$ cat src/rtl/audio_tx_pkg.sv
package audio_tx_pkg;

  // Kind of bit-slot sequence that a start indication begins.
  typedef enum logic [1:0] {
    SLOT_NONE  = 2'd0,
    SLOT_LEFT  = 2'd1,
    SLOT_RIGHT = 2'd2,
    SLOT_WORD  = 2'd3
  } slot_kind_e;

  localparam int unsigned SYNC_STAGES_DEF = 2;

endpackage

$ cat src/rtl/ats_sync.sv
module ats_sync #(
  parameter int unsigned WIDTH  = 1,
  parameter int unsigned STAGES = 2
) (
  input  logic             clk,
  input  logic             rst_n,
  input  logic [WIDTH-1:0] async_i,
  output logic [WIDTH-1:0] sync_o
);

  logic [WIDTH-1:0] stage_q [STAGES];

  for (genvar s = 0; s < STAGES; s++) begin : g_stage
    if (s == 0) begin : g_first
      always_ff @(posedge clk or negedge rst_n) begin
        if (!rst_n) stage_q[s] <= '0;
        else        stage_q[s] <= async_i;
      end
    end else begin : g_next
      always_ff @(posedge clk or negedge rst_n) begin
        if (!rst_n) stage_q[s] <= '0;
        else        stage_q[s] <= stage_q[s-1];
      end
    end
  end

  assign sync_o = stage_q[STAGES-1];

endmodule

$ cat src/rtl/ats_edge_unit.sv
module ats_edge_unit
  import audio_tx_pkg::*;
(
  input  logic       clk,
  input  logic       rst_n,
  input  logic       bclk_s,
  input  logic       lr_s,
  input  logic       wclk_s,
  input  logic       launch_rise,
  input  logic       trig_lr,
  output logic       launch_evt,
  output slot_kind_e start_kind
);

  logic       bclk_d, lr_d, wclk_d;
  logic       bclk_rise, bclk_fall, lr_rise, lr_fall, wclk_rise;
  slot_kind_e new_kind;
  slot_kind_e pend_q;

  always_ff @(posedge clk or negedge rst_n) begin
    if (!rst_n) begin
      bclk_d <= 1'b0;
      lr_d   <= 1'b0;
      wclk_d <= 1'b0;
    end else begin
      bclk_d <= bclk_s;
      lr_d   <= lr_s;
      wclk_d <= wclk_s;
    end
  end

  assign bclk_rise = bclk_s & ~bclk_d;
  assign bclk_fall = ~bclk_s & bclk_d;
  assign lr_rise   = lr_s & ~lr_d;
  assign lr_fall   = ~lr_s & lr_d;
  assign wclk_rise = wclk_s & ~wclk_d;

  assign launch_evt = launch_rise ? bclk_rise : bclk_fall;

  always_comb begin
    new_kind = SLOT_NONE;
    if (trig_lr) begin
      if (lr_rise)      new_kind = SLOT_LEFT;
      else if (lr_fall) new_kind = SLOT_RIGHT;
    end else if (wclk_rise) begin
      new_kind = SLOT_WORD;
    end
  end

  // A start seen off a launch edge waits for the next launch edge.
  always_ff @(posedge clk or negedge rst_n) begin
    if (!rst_n)                    pend_q <= SLOT_NONE;
    else if (launch_evt)           pend_q <= SLOT_NONE;
    else if (new_kind != SLOT_NONE) pend_q <= new_kind;
  end

  always_comb begin
    if (!launch_evt)               start_kind = SLOT_NONE;
    else if (new_kind != SLOT_NONE) start_kind = new_kind;
    else                           start_kind = pend_q;
  end

endmodule

$ cat src/rtl/ats_shifter.sv
module ats_shifter
  import audio_tx_pkg::*;
#(
  parameter int unsigned SAMPLE_W = 16
) (
  input  logic                clk,
  input  logic                rst_n,
  input  logic                launch_evt,
  input  slot_kind_e          start_kind,
  input  logic                msb_dly,
  input  logic [SAMPLE_W-1:0] in_left,
  input  logic [SAMPLE_W-1:0] in_right,
  input  logic                in_valid,
  output logic                in_ready,
  output logic                sdata_q,
  output logic                underrun_o
);

  localparam int unsigned SHIFT_W = 2 * SAMPLE_W;

  // Bit image loaded at a start: words MSB-aligned, zeros fill the rest.
  function automatic logic [SHIFT_W-1:0] slot_image(
    input slot_kind_e          kind,
    input logic [SAMPLE_W-1:0] l,
    input logic [SAMPLE_W-1:0] r
  );
    case (kind)
      SLOT_WORD:  return {l, r};
      SLOT_LEFT:  return {l, {SAMPLE_W{1'b0}}};
      SLOT_RIGHT: return {r, {SAMPLE_W{1'b0}}};
      default:    return '0;
    endcase
  endfunction

  function automatic logic first_bit(input logic [SHIFT_W-1:0] img, input logic dly);
    return dly ? 1'b0 : img[SHIFT_W-1];
  endfunction

  function automatic logic [SHIFT_W-1:0] after_first(input logic [SHIFT_W-1:0] img,
                                                     input logic dly);
    return dly ? img : {img[SHIFT_W-2:0], 1'b0};
  endfunction

  logic [SAMPLE_W-1:0] hold_l, hold_r, cur_l, cur_r;
  logic [SHIFT_W-1:0]  shreg, img;
  logic                frame_evt, load_evt, take;

  assign frame_evt = launch_evt && (start_kind == SLOT_LEFT || start_kind == SLOT_WORD);
  assign load_evt  = launch_evt && (start_kind != SLOT_NONE);
  assign in_ready  = frame_evt;
  assign take      = frame_evt && in_valid;
  assign cur_l     = take ? in_left  : hold_l;
  assign cur_r     = take ? in_right : hold_r;
  assign img       = slot_image(start_kind, cur_l, cur_r);

  always_ff @(posedge clk or negedge rst_n) begin
    if (!rst_n) begin
      hold_l     <= '0;
      hold_r     <= '0;
      shreg      <= '0;
      sdata_q    <= 1'b0;
      underrun_o <= 1'b0;
    end else begin
      underrun_o <= frame_evt && !in_valid;
      if (take) begin
        hold_l <= in_left;
        hold_r <= in_right;
      end
      if (load_evt) begin
        sdata_q <= first_bit(img, msb_dly);
        shreg   <= after_first(img, msb_dly);
      end else if (launch_evt) begin
        sdata_q <= shreg[SHIFT_W-1];
        shreg   <= {shreg[SHIFT_W-2:0], 1'b0};
      end
    end
  end

  AST_HOLD_BETWEEN_LAUNCH: assert property (@(posedge clk) disable iff (!rst_n)
    !launch_evt |=> $stable(sdata_q));

  AST_DELAY_SLOT_ZERO: assert property (@(posedge clk) disable iff (!rst_n)
    (load_evt && msb_dly) |=> (sdata_q == 1'b0));

  AST_READY_AT_LAUNCH: assert property (@(posedge clk) disable iff (!rst_n)
    in_ready |-> launch_evt);

  AST_UNDERRUN_CAUSE: assert property (@(posedge clk) disable iff (!rst_n)
    underrun_o |-> ($past(in_ready) && !$past(in_valid)));

endmodule

$ cat src/rtl/audio_serial_tx.sv
module audio_serial_tx
  import audio_tx_pkg::*;
#(
  parameter int unsigned SAMPLE_W    = 16,
  parameter int unsigned SYNC_STAGES = SYNC_STAGES_DEF
) (
  input  logic                clk,
  input  logic                rst_n,
  input  logic                bclk_in,
  input  logic                lrclk_in,
  input  logic                wclk_in,
  input  logic                cfg_launch_rise,
  input  logic                cfg_lr_trigger,
  input  logic                cfg_msb_delay,
  input  logic                mute_in,
  input  logic [SAMPLE_W-1:0] in_left,
  input  logic [SAMPLE_W-1:0] in_right,
  input  logic                in_valid,
  output logic                in_ready,
  output logic                sdata_out,
  output logic                underrun_o
);

  localparam int unsigned N_ASYNC = 7;

  logic [N_ASYNC-1:0] async_vec, sync_vec;
  logic               bclk_s, lr_s, wclk_s, launch_rise_s, trig_lr_s, msb_dly_s, mute_s;
  logic               launch_evt, sdata_q;
  slot_kind_e         start_kind;

  assign async_vec = {mute_in, cfg_msb_delay, cfg_lr_trigger, cfg_launch_rise,
                      wclk_in, lrclk_in, bclk_in};
  assign {mute_s, msb_dly_s, trig_lr_s, launch_rise_s, wclk_s, lr_s, bclk_s} = sync_vec;

  ats_sync #(.WIDTH(N_ASYNC), .STAGES(SYNC_STAGES)) sync_i (
    .clk     (clk),
    .rst_n   (rst_n),
    .async_i (async_vec),
    .sync_o  (sync_vec)
  );

  ats_edge_unit edge_i (
    .clk         (clk),
    .rst_n       (rst_n),
    .bclk_s      (bclk_s),
    .lr_s        (lr_s),
    .wclk_s      (wclk_s),
    .launch_rise (launch_rise_s),
    .trig_lr     (trig_lr_s),
    .launch_evt  (launch_evt),
    .start_kind  (start_kind)
  );

  ats_shifter #(.SAMPLE_W(SAMPLE_W)) shift_i (
    .clk        (clk),
    .rst_n      (rst_n),
    .launch_evt (launch_evt),
    .start_kind (start_kind),
    .msb_dly    (msb_dly_s),
    .in_left    (in_left),
    .in_right   (in_right),
    .in_valid   (in_valid),
    .in_ready   (in_ready),
    .sdata_q    (sdata_q),
    .underrun_o (underrun_o)
  );

  // Mute overrides the line to midscale; latching is unaffected.
  assign sdata_out = sdata_q & ~mute_s;

  AST_MUTE_ZERO: assert property (@(posedge clk) disable iff (!rst_n)
    ($past(rst_n, 1) && $past(rst_n, 2) && $past(rst_n, 3) && $past(mute_in, 2))
      |-> (sdata_out == 1'b0));

endmodule

$ cat config.mk
export PLATFORM = sky130hd
export DESIGN_NAME = audio_serial_tx
export DESIGN_NICKNAME = d
export VERILOG_FILES = /design/src/rtl/audio_tx_pkg.sv /design/src/rtl/ats_sync.sv /design/src/rtl/ats_edge_unit.sv /design/src/rtl/ats_shifter.sv /design/src/rtl/audio_serial_tx.sv
export SDC_FILE = /design/constraint.sdc
export NUM_CORES = 1
export LEC_CHECK = 0
export ABC_AREA = 1
export ABC_CLOCK_PERIOD_IN_PS = 5550
export BUFFER_PORTS_ARGS = -buffer_cell sky130_fd_sc_hd__buf_2
export CORE_MARGIN = 2
export CORE_UTILIZATION = 35
export CTS_BUF_LIST = sky130_fd_sc_hd__clkbuf_4 sky130_fd_sc_hd__clkbuf_8
export CTS_CLUSTER_DIAMETER = 80
export CTS_CLUSTER_SIZE = 8
export DETAILED_ROUTE_END_ITERATION = 6
export PLACE_DENSITY = 0.52
export SYNTH_ARGS = -nofsm -noshare
export SYNTH_HDL_FRONTEND = slang
export SYNTH_SLANG_ARGS = --single-unit
$ cat constraint.sdc
create_clock -name clk -period 5.55 [get_ports clk]
set_clock_uncertainty 0.2 [all_clocks]
set_input_delay 0.8325 -clock clk [delete_from_list [all_inputs] [get_ports clk]]
set_output_delay 0.8325 -clock clk [all_outputs]
set_load 0.05 [all_outputs]
==> run_results.csv <==
group,metric,value,unit
worst_setup_path,startpoint_type,"flop",
worst_hold_path,hold_end,"sync_i.sync_o[2]",
clock_network,cts.repair.resized,0,
floorplanning,dieArea,14000,sq um
timing,relSlewSlack,30.47,%
yosys,ys_top_cells_by_count,"nand2_1, inv_1, dfrtp_1",
worst_hold_path,worstHoldStart,"sync_i.stage_q[9]",
worst_setup_path,r2r_end,"shift_i.shreg[9]",
worst_setup_path,crit_slowest_cell,"nand3_2",
drt,final_antenna_net_count,0,
floorplanning,die_w,118.3,um
yosys,synth-edff-count,0,
timing,final_max_slew_viol_count,0,
pwr,comb_power_share,24.6,%
yosys,synth-seq-area-share,46.50,%
cells_and_area,n_fill_cell,1357,
worst_setup_path,slowest_delay,710,ps
cells_and_area,final_nets,692,
floorplanning,start_util,36.10,%
global_routing,antenna_found_initial,0,
worst_setup_path,r2r_start,"sync_i.sync_o[0]",
yosys,ys_ff_latch,85,
timing,hold_viol,0,
yosys,synth_area_per_cell,7.307,sq um
yosys,syn_area,4574,sq um
drt,wirelength,11820,um
floorplanning,pin_count,45,
timing,max_clock_freq,0.2857,GHz
worst_setup_path,cp_max_fo,46,
status,status,"completed",
flow_run,maxCapViolations,0,
yosys,postSynthCellCount,626,
worst_hold_path,hold_depth,0,
drt,drt-pass1-iter-count,7,
cells_and_area,diodes,0,
worst_hold_path,hold_path_class,"flop to flop",
worst_setup_path,ff2ff_path_depth,10,
clock_network,cts_buffer_depth,2,
global_routing,grt_use_total,17.95,%
worst_setup_path,crit_required,5660,ps
global_routing,grt_pass1_wl,19510,um
global_routing,grt_max_degree,58,
timing,rsz0062_at_grt,"no",
timing,fin_hold_ws,150.6,ps
cells_and_area,utilization,39.98,%
clock_network,post_cts_buffers,0,
clock_network,cts_htree_levels,3,
worst_setup_path,path_cells,"nor2_1 -> nand2_1 -> nand2_2 -> buf_4 -> nand3_2 -> o21ai_1 -> nand2_1 -> a21oi_1 -> nand2_1 -> nand2_1",
worst_setup_path,criticalPathCategory,"flop to flop",
floorplanning,die_h,118.3,um
floorplanning,core_area,12670,sq um
yosys,yosys_warnings,0,
clock_network,clock_latency,380,ps
floorplanning,rows,41,
placement,place_congestion,0.8428,
yosys,synthArstFlopShare,100.0,%
clock_network,cts_tree,"done",
yosys,synth_largest_area_cell,"dfrtp_1",
worst_setup_path,cp-end-kind,"flop",
global_routing,grt_pass1_vias,3629,
clock_network,clk_pin_slew,90,ps
pwr,power_frac_clock,28.1,%
drt,wl_per_cell,14.30,um
drt,drc,0,
pwr,p_seq_share,47.4,%
yosys,synth_ff_type,"dfrtp_1",
pwr,ir_drop,123.2,uV
timing,min_period,3500,ps
pwr,swShare,32.22,%
placement,place_area,4851,sq um
yosys,synth_nets,668,
cells_and_area,synthToLayoutAreaGrowth,10.75,%
cells_and_area,final_area,5066,sq um
pwr,p_switching,545.0,uW
timing,setup_viol_count_final,0,
timing,min_period_over_period,63.06,%
placement,portBuffers,44,
pwr,cellLeakagePower,0.002791,uW
timing,tightest_slew,1042,ps
clock_network,root_buffer,"clkbuf_8",
placement,dp_hpwl,8033,um
pwr,power.total,1692,uW
worst_setup_path,worstPathArrival,3610,ps
worst_setup_path,r2r_setup_slack,2050,ps
pwr,powerDensity,334.0,nW/um^2
pwr,p_int,1147,uW
yosys,synth_cell_types,23,
drt,dr_total_vias,3850,
clock_network,cts_num_sinks,85,
global_routing,globalRouteOverflowTotal,0,
drt,drt_iter0_drc,251,
drt,via_per_inst,4.655,
cells_and_area,drive_above_1_share,12.06,%
yosys,synthTopCellsByArea,"dfrtp_1, nand2_1, inv_1",
worst_setup_path,cp_common_cell,"nand2_1",
yosys,synth_top_area_share,46.50,%
clock_network,cts_made_buffers,9,
timing,timing.setup.tns,0,ps
yosys,synth.most_common_cell,"nand2_1",
clock_network,holdBufCountCts,0,
power groups by stage:
stage               clock (uW)  sequential, uW  combinational (uW)
floorplan                    0             801                 315
global placement             0             812                 409
detailed placement           0             813                 414
CTS                        492             802                 418
global route               517             816                 486
finish                     475             801                 416
area by class of cell:
class	instances	area (sq um)	area share [%]
sequential	85	2127	41.99
timing repair buffer	46	237.7	4.693
tap	172	215.2	4.248
multi-input combinational	387	1817	35.86
clock buffer	13	172.7	3.408
clock inverter	3	42.54	0.8397
inverter	121	454.2	8.965
stage by stage:
step | std cells | setup WS (ps)
floorplan | 626 | 3276
global placement | 811 | 2185
detailed placement | 811 | 2125
CTS | 827 | 2106
global route | 827 | 1737
finish | 827 | 2050
metal layers:
layer	GRT usage (%)	vias to the layer above	part of all wire [%]	routed length, um
met5	0	-	0	0
met4	5.271	0	1.2	144
met3	3.958	13	4.7	553
met2	26.45	74	44	5191
met1	26.27	1811	50	5935
li1	-	1952	-	-
registers in the layout, summed over array words and instances (netlist names), 2 cells and up:
signal,flops
edge_i.pend_q,2
sync_i.stage_q,7
shift_i.hold_l,16
sync_i.sync_o,7
shift_i.shreg,32
shift_i.hold_r,16
critical path: cells and delay by family, from the launching register on:
family                 cells  cell delay (ps)
and+or+nand+nor            7             1490
buffers and inverters      1              480
AOI/OAI and AO/OA          2              810
DFF                        1              400
how the worst max path moves through the flow:
stage	slack, ps	startpoint	end	depth (start not counted)
finish	2050	sync_i.sync_o[0]	shift_i.shreg[9]	10
global placement	2190	in_valid	shift_i.shreg[10]	7
detailed placement	2120	sync_i.sync_o[0]	shift_i.shreg[12]	10
CTS	2110	sync_i.sync_o[0]	shift_i.shreg[12]	10
global route	1740	sync_i.sync_o[0]	shift_i.shreg[10]	10
floorplan	3280	sync_i.sync_o[4]	in_ready	8
logic make-up after synthesis:
group | Yosys count | share of synthesized area, %
buffers and inverters | 154 | 13.79
AO/OA/AOI/OAI | 44 | 4.814
flip-flops | 85 | 46.50
AND/OR/NAND/NOR | 343 | 34.90
cell usage in the layout (no fill, tap or decap), drive strengths merged:
cell      Yosys  final
or2           1      1
bufinv        0      1
nand3        60     60
and2         29     29
nand2       209    209
dfrtp        85     85
nor2         11     11
inv         121    121
buf          21     46
clkbuf       12     13
clkinvlp      0      1
o21ai        29     29
nand4        33     33
a21oi        15     15
clkinv        0      1
Note: power is estimated with default switching activity, not from simulation.
